## src/rtl/dc_shuffler.sv

```systemverilog
`timescale 1ns/1ps
module dc_shuffler #(
  parameter int W = 16,
  parameter int L = 4,
  parameter bit EXCHANGE_ONLY = 1'b0
) (
  input  logic         clk,
  input  logic         rst_n,
  input  logic         in_valid,
  input  logic         in_sof,
  input  logic [W-1:0] x0,
  input  logic [W-1:0] x1,
  input  logic [W-1:0] x2,
  input  logic [W-1:0] x3,
  output logic         out_valid,
  output logic [W-1:0] y0,
  output logic [W-1:0] y1,
  output logic [W-1:0] y2,
  output logic [W-1:0] y3
);
  localparam int CW = (2 * L > 2) ? $clog2(2 * L) : 1;
  localparam int FW = $clog2(L + 1);

  logic [CW-1:0] cnt;
  logic          primed;

  generate
    if (EXCHANGE_ONLY) begin : g_xchg
      assign y0 = x0;
      assign y1 = x2;
      assign y2 = x1;
      assign y3 = x3;
      assign out_valid = in_valid;
      assign cnt = '0;
      assign primed = 1'b1;
    end else begin : g_comm
      localparam logic [CW-1:0] HALF = CW'(L);
      localparam logic [CW-1:0] LAST = CW'(2 * L - 1);

      logic [CW-1:0] ph;
      logic          ctrl;
      logic [FW-1:0] fill;
      logic [W-1:0]  up [2];
      logic [W-1:0]  dn [2];
      logic [W-1:0]  hi [2];
      logic [W-1:0]  lo [2];

      assign ph   = in_sof ? '0 : cnt;
      assign ctrl = (ph >= HALF);

      always_ff @(posedge clk or negedge rst_n) begin
        if (!rst_n) begin
          cnt  <= '0;
          fill <= '0;
        end else if (in_valid) begin
          cnt <= (ph == LAST) ? '0 : ph + CW'(1);
          if (!primed) fill <= fill + FW'(1);
        end
      end

      assign primed    = (fill == FW'(L));
      assign out_valid = in_valid & primed;

      assign up[0] = x0;
      assign up[1] = x1;
      assign dn[0] = x2;
      assign dn[1] = x3;

      for (genvar g = 0; g < 2; g++) begin : g_pair
        logic [W-1:0] ibuf [L];
        logic [W-1:0] obuf [L];

        always_ff @(posedge clk or negedge rst_n) begin
          if (!rst_n) begin
            for (int i = 0; i < L; i++) begin
              ibuf[i] <= '0;
              obuf[i] <= '0;
            end
          end else if (in_valid) begin
            ibuf[0] <= dn[g];
            obuf[0] <= ctrl ? ibuf[L-1] : up[g];
            for (int i = 1; i < L; i++) begin
              ibuf[i] <= ibuf[i-1];
              obuf[i] <= obuf[i-1];
            end
          end
        end

        assign hi[g] = obuf[L-1];
        assign lo[g] = ctrl ? up[g] : ibuf[L-1];
      end

      assign y0 = hi[0];
      assign y1 = lo[0];
      assign y2 = hi[1];
      assign y3 = lo[1];
    end
  endgenerate
endmodule

```

## config.mk

```make
export PLATFORM = sky130hd
export DESIGN_NAME = dc_shuffler
export DESIGN_NICKNAME = d
export VERILOG_FILES = /design/src/rtl/dc_shuffler.sv
export SDC_FILE = /design/constraint.sdc
export NUM_CORES = 1
export LEC_CHECK = 0
export BUFFER_PORTS_ARGS = -buffer_cell sky130_fd_sc_hd__buf_2
export CORE_ASPECT_RATIO = 1.4
export CORE_UTILIZATION = 30
export DETAILED_ROUTE_END_ITERATION = 10
export PLACE_DENSITY = 0.44
export SYNTH_ARGS = -nofsm -noshare
export SYNTH_HDL_FRONTEND = slang
export SYNTH_SLANG_ARGS = --single-unit
```

## constraint.sdc

```tcl
create_clock -name clk -period 2.25 [get_ports clk]
set_input_delay 0.1125 -clock clk [delete_from_list [all_inputs] [get_ports clk]]
set_output_delay 0.1125 -clock clk [all_outputs]
set_load 0.02 [all_outputs]
```

Word-level counts from Yosys, hierarchy flattened
Cells that the tools add are included.
Storage, ports and cells
  bits in registers: 262
  output and inout port bits: 65
  logic and storage cells: 32
Cells by class
  bitwise gates (word level): 2
  equality and inequality tests: 2
  $add $sub $neg: 2
  $lt $le $gt $ge: 1
  multiplexer cells: 6
  reduce and logical (&&, ||, !) cells: 1
Operators with widths (count)
  2-to-1 mux 16 bit: 4
  adder 3 x 1 -> 3 bit, second input constant: 2
  equality test 3 bit, second input constant: 2
  2-to-1 mux 3 bit: 2
  greater-or-equal comparator 3 bit, second input constant: 1
  AND reduction 2 bit: 1
  AND 1 bit: 1
  inverter 1 bit: 1

Depth between registers and ports, before layout
Gate-level depths: netlist (run 1).
  depth after elaboration: 3
  depth in mapped cells: 7

Worst setup path before layout (run 1)
OpenSTA, ideal clock, no wires.
  path type: reg2reg
  start: reg cnt[2]
  end: reg cnt[2]
  setup time: 0.125 ns
  cell stages (with the launch flop): 7
  data required time: 2.125 ns
  arrival: 1.402 ns
  clock period less this slack: 1.527 ns
  setup slack: 0.723 ns
  path through: dfrtp_1 buf_6 nor2b_4 buf_6 buf_2 ha_1 mux2_2
On the way
  longest elaborated chain between the ends: 3
  elaborated cells between the ends (all ways): 4
  those cells by class: add/sub: 1; eq/ne: 1; mux: 2
Ends and longest elaborated chain
  from (decl): RTL line 24  | logic [CW-1:0] cnt;
  from (signal assigned): RTL line 56  | cnt <= (ph == LAST) ? '0 : ph + CW'(1);
  2-to-1 mux 3 bit *: RTL line 48  | assign ph = in_sof ? '0 : cnt;
  adder 3 x 1 -> 3 bit or equality test 3 bit (tied branches): RTL line 56
  2-to-1 mux 3 bit *: RTL line 56
Every way passes the cells marked *; elsewhere a longest branch is shown, timed or not.
A chain may end at the register's enable or synchronous reset.

Final worst setup path (run 1)
  start: reg cnt[2]
  end: out y3[10]
On the way
  longest elaborated chain between the ends: 3
Ends and longest elaborated chain
  2-to-1 mux 3 bit: RTL line 48
  greater-or-equal comparator 3 bit: RTL line 49  | assign ctrl = (ph >= HALF);
  2-to-1 mux 16 bit: RTL line 90  | assign lo[g] = ctrl ? up[g] : ibuf[L-1];
  to (decl): RTL line 19  | output logic [W-1:0] y3
Every way passes these cells.

==> results.json, run 1 <==
{
  "ys.flop_type": "dfrtp_1",
  "skew_ps": 7.605,
  "switching_share_pct": 26.90,
  "crit_path_end": "y3[10]",
  "async_flop_share_pct": 100.0,
  "crit_start": "cnt[2]",
  "vias": 6322,
  "synth_cells": 751,
  "ctsResizeCount": 0,
  "drt_wl_total_um": 23000,
  "grt_max_degree": 67,
  "tns_ps": 0,
  "gr-total-overflow": 0,
  "final_layout_size_suffix_gt1_share_pct": 48.00,
  "wire_per_inst_um": 16.56,
  "fmax_ghz": 0.4797,
  "cts.sinks": 262,
  "max-cap-violations": 0,
  "yosys.cell_types.count": 23,
  "num-nets-final": 981,
  "clk_path_buf_depth": 3,
  "grt_setup_unrepaired": "no",
  "io_buffers": 132,
  "hpwl_um": 14850,
  "total_power_mw": 13.30,
  "period_needed_ps": 2085,
  "placed_cell_area_sq_um": 11990,
  "crit_type": "reg -> out",
  "h-tree-depth": 1,
  "grt_util_all_layers_pct": 12.63,
  "place_ws_ps": 688.5,
  "cts_setup_buffers": 0,
  "finalSetupViolations": 0,
  "design_area_sq_um": 13560,
  "status": "finished, final reports clean",
  "antenna_left": 0,
  "slew_headroom_pct": 66.54,
  "tightest_slew_ps": 501.9,
  "hold_violations": 0,
  "num_rows": 82,
  "gp_congestion": 0.7118,
  "pwr_density_cell_nw_per_um2": 980.7,
  "ioPinCount": 133,
  "power_switching_mw": 3.578,
  "yosysSeqAreaShare_pct": 59.20,
  "ctsRootBufferMaster": "clkbuf_16",
  "vias_per_cell": 4.551,
  "antenna_found_initial": 1,
  "antenna_cells": 0,
  "initial_core_util_pct": 30.66,
  "cts_made_buffers": 28,
  "cts-hold-fix-buffers": 65,
  "hold_path.class": "in -> reg",
  "postLayoutCoreUtil_pct": 37.56,
  "synth_edf_count": 0,
  "critPathRequiredTime_ps": 2140,
  "rr_startpoint": "cnt[2]",
  "first_pass_iters": 4,
  "multi_input_area_sq_um": 3945,
  "worst_r2r_path_depth": 4,
  "synth_warnings": 0,
  "leakage_nw": 5.900,
  "area_growth_pct": 22.48,
  "critPathMaxFanout": 65,
  "postSynthAreaPerCell_sq_um": 14.75,
  "drtIter0Drc": 201,
  "maxSlewViolCount": 0,
  "reg2reg_to": "cnt[2]",
  "layout_setup_ws_ps": 165.3,
  "fillCellCount": 3505,
  "yosys_register_bits": 262,
  "cts_tree": "yes",
  "p_int_mw": 9.724,
  "grt_pass1_vias": 6533,
  "fp.dieH_um": 229.3,
  "grt_pass1_wl_um": 37730,
  "clk_pin_slew_ps": 60,
  "die_x_um": 164.4,
  "route.detailed.drc": 0,
  "regArea_sq_um": 6556,
  "die_area_sq_um": 37700,
  "r2r_setup_slack_ps": 720,
  "worstSetupStartpointType": "register",
  "fin_crit_sh_pct": 92.65,
  "seqPwrFrac_pct": 46.5,
  "clock_latency_ps": 540,
  "synth_area_sq_um": 11070,
  "cp_data_arrival_time_ps": 1970,
  "critPathCaptureType": "output port",
  "coreArea_sq_um": 36110,
  "pwr-share-comb_pct": 18.6,
  "max-vdd-ir-drop_mv": 0.4789,
  "syn_nets": 823,
  "clkPwrFrac_pct": 34.9
}
==> synth_stat cells (2+ instances only) <==
| library cell | number | area share (%) |
|---|---|---|
| mux2_2 | 241 | 25 |
| mux2_4 | 17 | 2.3 |
| nor2_1 | 2 | 0.068 |
| nand4b_1 | 32 | 2.5 |
| clkbuf_1 | 9 | 0.31 |
| ha_1 | 4 | 0.45 |
| nor2b_1 | 2 | 0.11 |
| nand2_1 | 32 | 1.1 |
| buf_6 | 4 | 0.41 |
| a21oi_1 | 2 | 0.090 |
| buf_4 | 53 | 3.6 |
| inv_1 | 3 | 0.10 |
| dfrtp_1 | 262 | 59 |
| nand2b_1 | 32 | 1.8 |
| buf_2 | 17 | 0.77 |
| o211ai_1 | 32 | 2.2 |
==> power groups by stage <==
| stage | clock (mW) | combinational [mW] | sequential, mW |
|---|---|---|---|
| global route | 5.02 | 2.69 | 6.33 |
| detailed placement | 0 | 2.42 | 6.30 |
| finish | 4.65 | 2.47 | 6.18 |
| CTS | 4.85 | 2.52 | 6.21 |
| global placement | 0 | 2.38 | 6.29 |
| floorplan | 0 | 2.00 | 6.02 |
==> worst max-delay path: stages (launching register included) <==
cell and delay (ps):
dfrtp_1 340, nor2b_4 160, buf_12 350, mux2_2 390, buf_2 170
==> worst min-delay path by stage <==
stage / start / end / slack, ps / cells after the start
floorplan: rst_n / cnt[0] / -180 / 0
global placement: rst_n / g_comm.g_pair[0].ibuf[56] / 80 / 1
detailed placement: rst_n / g_comm.g_pair[0].ibuf[54] / 90 / 1
CTS: in_valid / g_comm.fill[2] / 6 / 2
global route: in_valid / g_comm.fill[2] / 40 / 2
finish: in_valid / g_comm.fill[2] / 40 / 2
==> routing by layer <==
metal | global-route usage (%) | vias up | share of wire [%]
li1 | - | 2956 | -
met1 | 18.34 | 3211 | 48
met2 | 18.80 | 115 | 45
met3 | 2.209 | 38 | 4.4
met4 | 4.358 | 2 | 2.5
met5 | 0 | - | 0.057
==> state kept, by name, summed over array words and instances (netlist names) <==
name	cells
cnt	3
g_comm.fill	3
g_comm.g_pair.ibuf	128
g_comm.g_pair.obuf	96
y0	16
y2	16
==> final cells by class <==
| class | instances | area share, % |
|---|---|---|
| inverter | 3 | 0.08302 |
| clock buffer | 44 | 6.282 |
| multi-input combinational | 403 | 29.08 |
| timing repair buffer | 211 | 11.42 |
| sequential | 262 | 48.33 |
| tap | 462 | 4.262 |
| clock inverter | 4 | 0.5350 |
==> cells by family (layout without fill, tap and decap cells) <==
family / after synthesis / in the layout / synth area share, %
compound gates: 37 / 37 / 2.429
xor+xnor: 1 / 1 / 0.07910
fa+ha+maj: 4 / 4 / 0.4519
buf+inv: 86 / 262 / 5.174
flops: 262 / 262 / 59.20
mux: 258 / 258 / 26.81
simple gates: 103 / 103 / 5.853
==> cell usage in the layout, fill, tap and decap left out, drive strengths merged, types with 2 or more instances in the layout <==
cell and count:
clkbuf 44, dfrtp 262, bufinv 2, nand2b 32
buf 146, nand4b 32, ha 4, inv 3
mux2 258, nor2 2, dlygate4sd3 65, nor2b 3
a21oi 2, nand2 32, o211ai 32
==> through the flow <==
stage	instances	hold slack, ps
3_3_place_gp	1276	82.10
6_report	1389	38.69
3_5_place_dp	1276	85.60
2_1_floorplan	751	-183.1
5_1_grt	1389	39.92
4_1_cts	1389	5.843
(Power assumes the default switching activity.)
==> run 2: changes to the inputs <==
GPL_TIMING_DRIVEN = 0   (was default)
==> run 2 against run 1 <==
Effect of this change:
- cell count is 5.2% higher
- sequential cell count stayed put
- critical path depth is 2 higher
- clock power is 3% higher
- core utilization is 1.2 points higher
- power is 3.3% higher
- non-clock buffer count is 71 higher
- register-to-register slack worse by 140 ps
- critical endpoint is now y1[9]
- combinational power is 13% higher
- sequential power hardly changed
- hold slack better by 30 ps
- design area is 3.2% higher
==> results.json, run 2 (synthesis results as in run 1) <==
{
  "vias_per_cell": 4.488,
  "ctsRootBufferMaster": "clkbuf_16",
  "cp_data_arrival_time_ps": 2040,
  "pwr_density_cell_nw_per_um2": 981.2,
  "cts_setup_buffers": 0,
  "regArea_sq_um": 6556,
  "slew_headroom_pct": 43.04,
  "ioPinCount": 133,
  "initial_core_util_pct": 30.66,
  "fin_crit_sh_pct": 95.71,
  "grt_setup_unrepaired": "no",
  "largest_reg_flops": 128,
  "grt_util_all_layers_pct": 13.84,
  "num-nets-final": 1052,
  "maxSlewViolCount": 0,
  "place_ws_ps": 570.4,
  "h-tree-depth": 1,
  "area_growth_pct": 26.40,
  "drt_wl_total_um": 25050,
  "multi_input_area_sq_um": 3945,
  "tns_ps": 0,
  "clk_pin_slew_ps": 60,
  "finalSetupViolations": 0,
  "antenna_found_initial": 1,
  "hpwl_um": 17590,
  "crit_type": "reg -> out",
  "final_common_cell": "dfrtp_1",
  "wire_per_inst_um": 17.15,
  "gr-total-overflow": 0,
  "holdWs_ps": 68.67,
  "vias": 6557,
  "route.detailed.drc": 0,
  "top_register": "g_comm.g_pair.ibuf",
  "gp_congestion": 0.7619,
  "final_cell_mix": "262 x dfrtp_1, 241 x mux2_2, 147 x buf_2",
  "finalNonFillerCells": 1461,
  "max-vdd-ir-drop_mv": 0.4709,
  "die_x_um": 164.4,
  "first_pass_iters": 4,
  "fmax_ghz": 0.4644,
  "cts_tree": "yes",
  "tightest_slew_ps": 854.5,
  "place_inst": 1346,
  "coreArea_sq_um": 36110,
  "placed_cell_area_sq_um": 12370,
  "leakage_nw": 6.208,
  "hold_path.class": "in -> reg",
  "antenna_left": 0,
  "status": "finished, final reports clean",
  "critPathCaptureType": "output port",
  "grt_pass1_wl_um": 40700,
  "grt_pass1_vias": 6977,
  "layout_setup_ws_ps": 96.58,
  "critPathRequiredTime_ps": 2140,
  "final_layout_size_suffix_gt1_share_pct": 50.95,
  "reg.largest.list": "g_comm.g_pair.ibuf: 128 flops, g_comm.g_pair.obuf: 96 flops",
  "num_rows": 82,
  "hold_violations": 0,
  "io_buffers": 131,
  "worstSetupStartpointType": "register",
  "skew_ps": 9.412,
  "cts_made_buffers": 28,
  "antenna_cells": 0,
  "drtIter0Drc": 181,
  "die_area_sq_um": 37700,
  "cts.sinks": 262,
  "design_area_sq_um": 14000,
  "grt_max_degree": 108,
  "period_needed_ps": 2153,
  "fillCellCount": 3507,
  "max-cap-violations": 0,
  "clock_latency_ps": 540,
  "fp.dieH_um": 229.3,
  "critPathMaxFanout": 10,
  "clk_path_buf_depth": 3
}
-- run 2: metrics by stage --
step / util [%] / power, mW
floorplan: - / 8.021
global placement: 34.08 / 8.938
detailed placement: 34.26 / 9.005
CTS: 38.75 / 14.00
global route: 38.76 / 14.48
finish: 38.76 / 13.73
-- run 2: report_power, final --
| part | internal (mW) | switching (mW) |
|---|---|---|
| Sequential | 5.62 | 0.542 |
| Clock | 2.92 | 1.87 |
| Combinational | 1.51 | 1.28 |
-- run 2: layout make-up --
class	count	share of cell area, %
Inverter	3	0.08044
Buffer	83	4.040
Timing Repair Buffer	199	9.868
Multi-Input combinational cell	403	28.18
Sequential cell	262	46.84
Clock buffer	42	6.033
Tap cell	462	4.129
Clock inverter	7	0.8313
-- run 2: timing repair --
| item | 4_1_cts | 5_1_grt |
|---|---|---|
| hold buffers | 66 | 0 |
| setup endpoints to repair | 0 | 2 |
| gates resized for setup | 0 | 1 |
| hold endpoints to repair | 171 | 0 |
-- run 2: worst paths after layout --
check,start,endpoint,slack [ps],depth (start not counted)
max,cnt[2],y1[9],100,6
min,in_sof,cnt[0],70,3
max reg2reg,cnt[2],cnt[2],580,6
min reg2reg,g_comm.g_pair[0].ibuf[61],g_comm.g_pair[0].ibuf[45],500,1
max in group asynchronous,rst_n,g_comm.g_pair[1].ibuf[8],750,4
min in group asynchronous,rst_n,g_comm.g_pair[0].ibuf[48],190,2
-- run 2: metal layers --
layer	up-vias	share of wire [%]	global-route usage, %
met4	2	2.6	4.386
met5	-	0.040	0
met3	44	3.7	1.974
met1	3263	46	18.54
met2	141	48	22.86
li1	3107	-	-
-- run 2: worst max-delay path, stage by stage (launching register included) --
cell     delay [ps]
dfrtp_1         340
buf_6           130
nor2b_4         150
buf_6           160
buf_6           210
mux2_4          330
buf_2           160
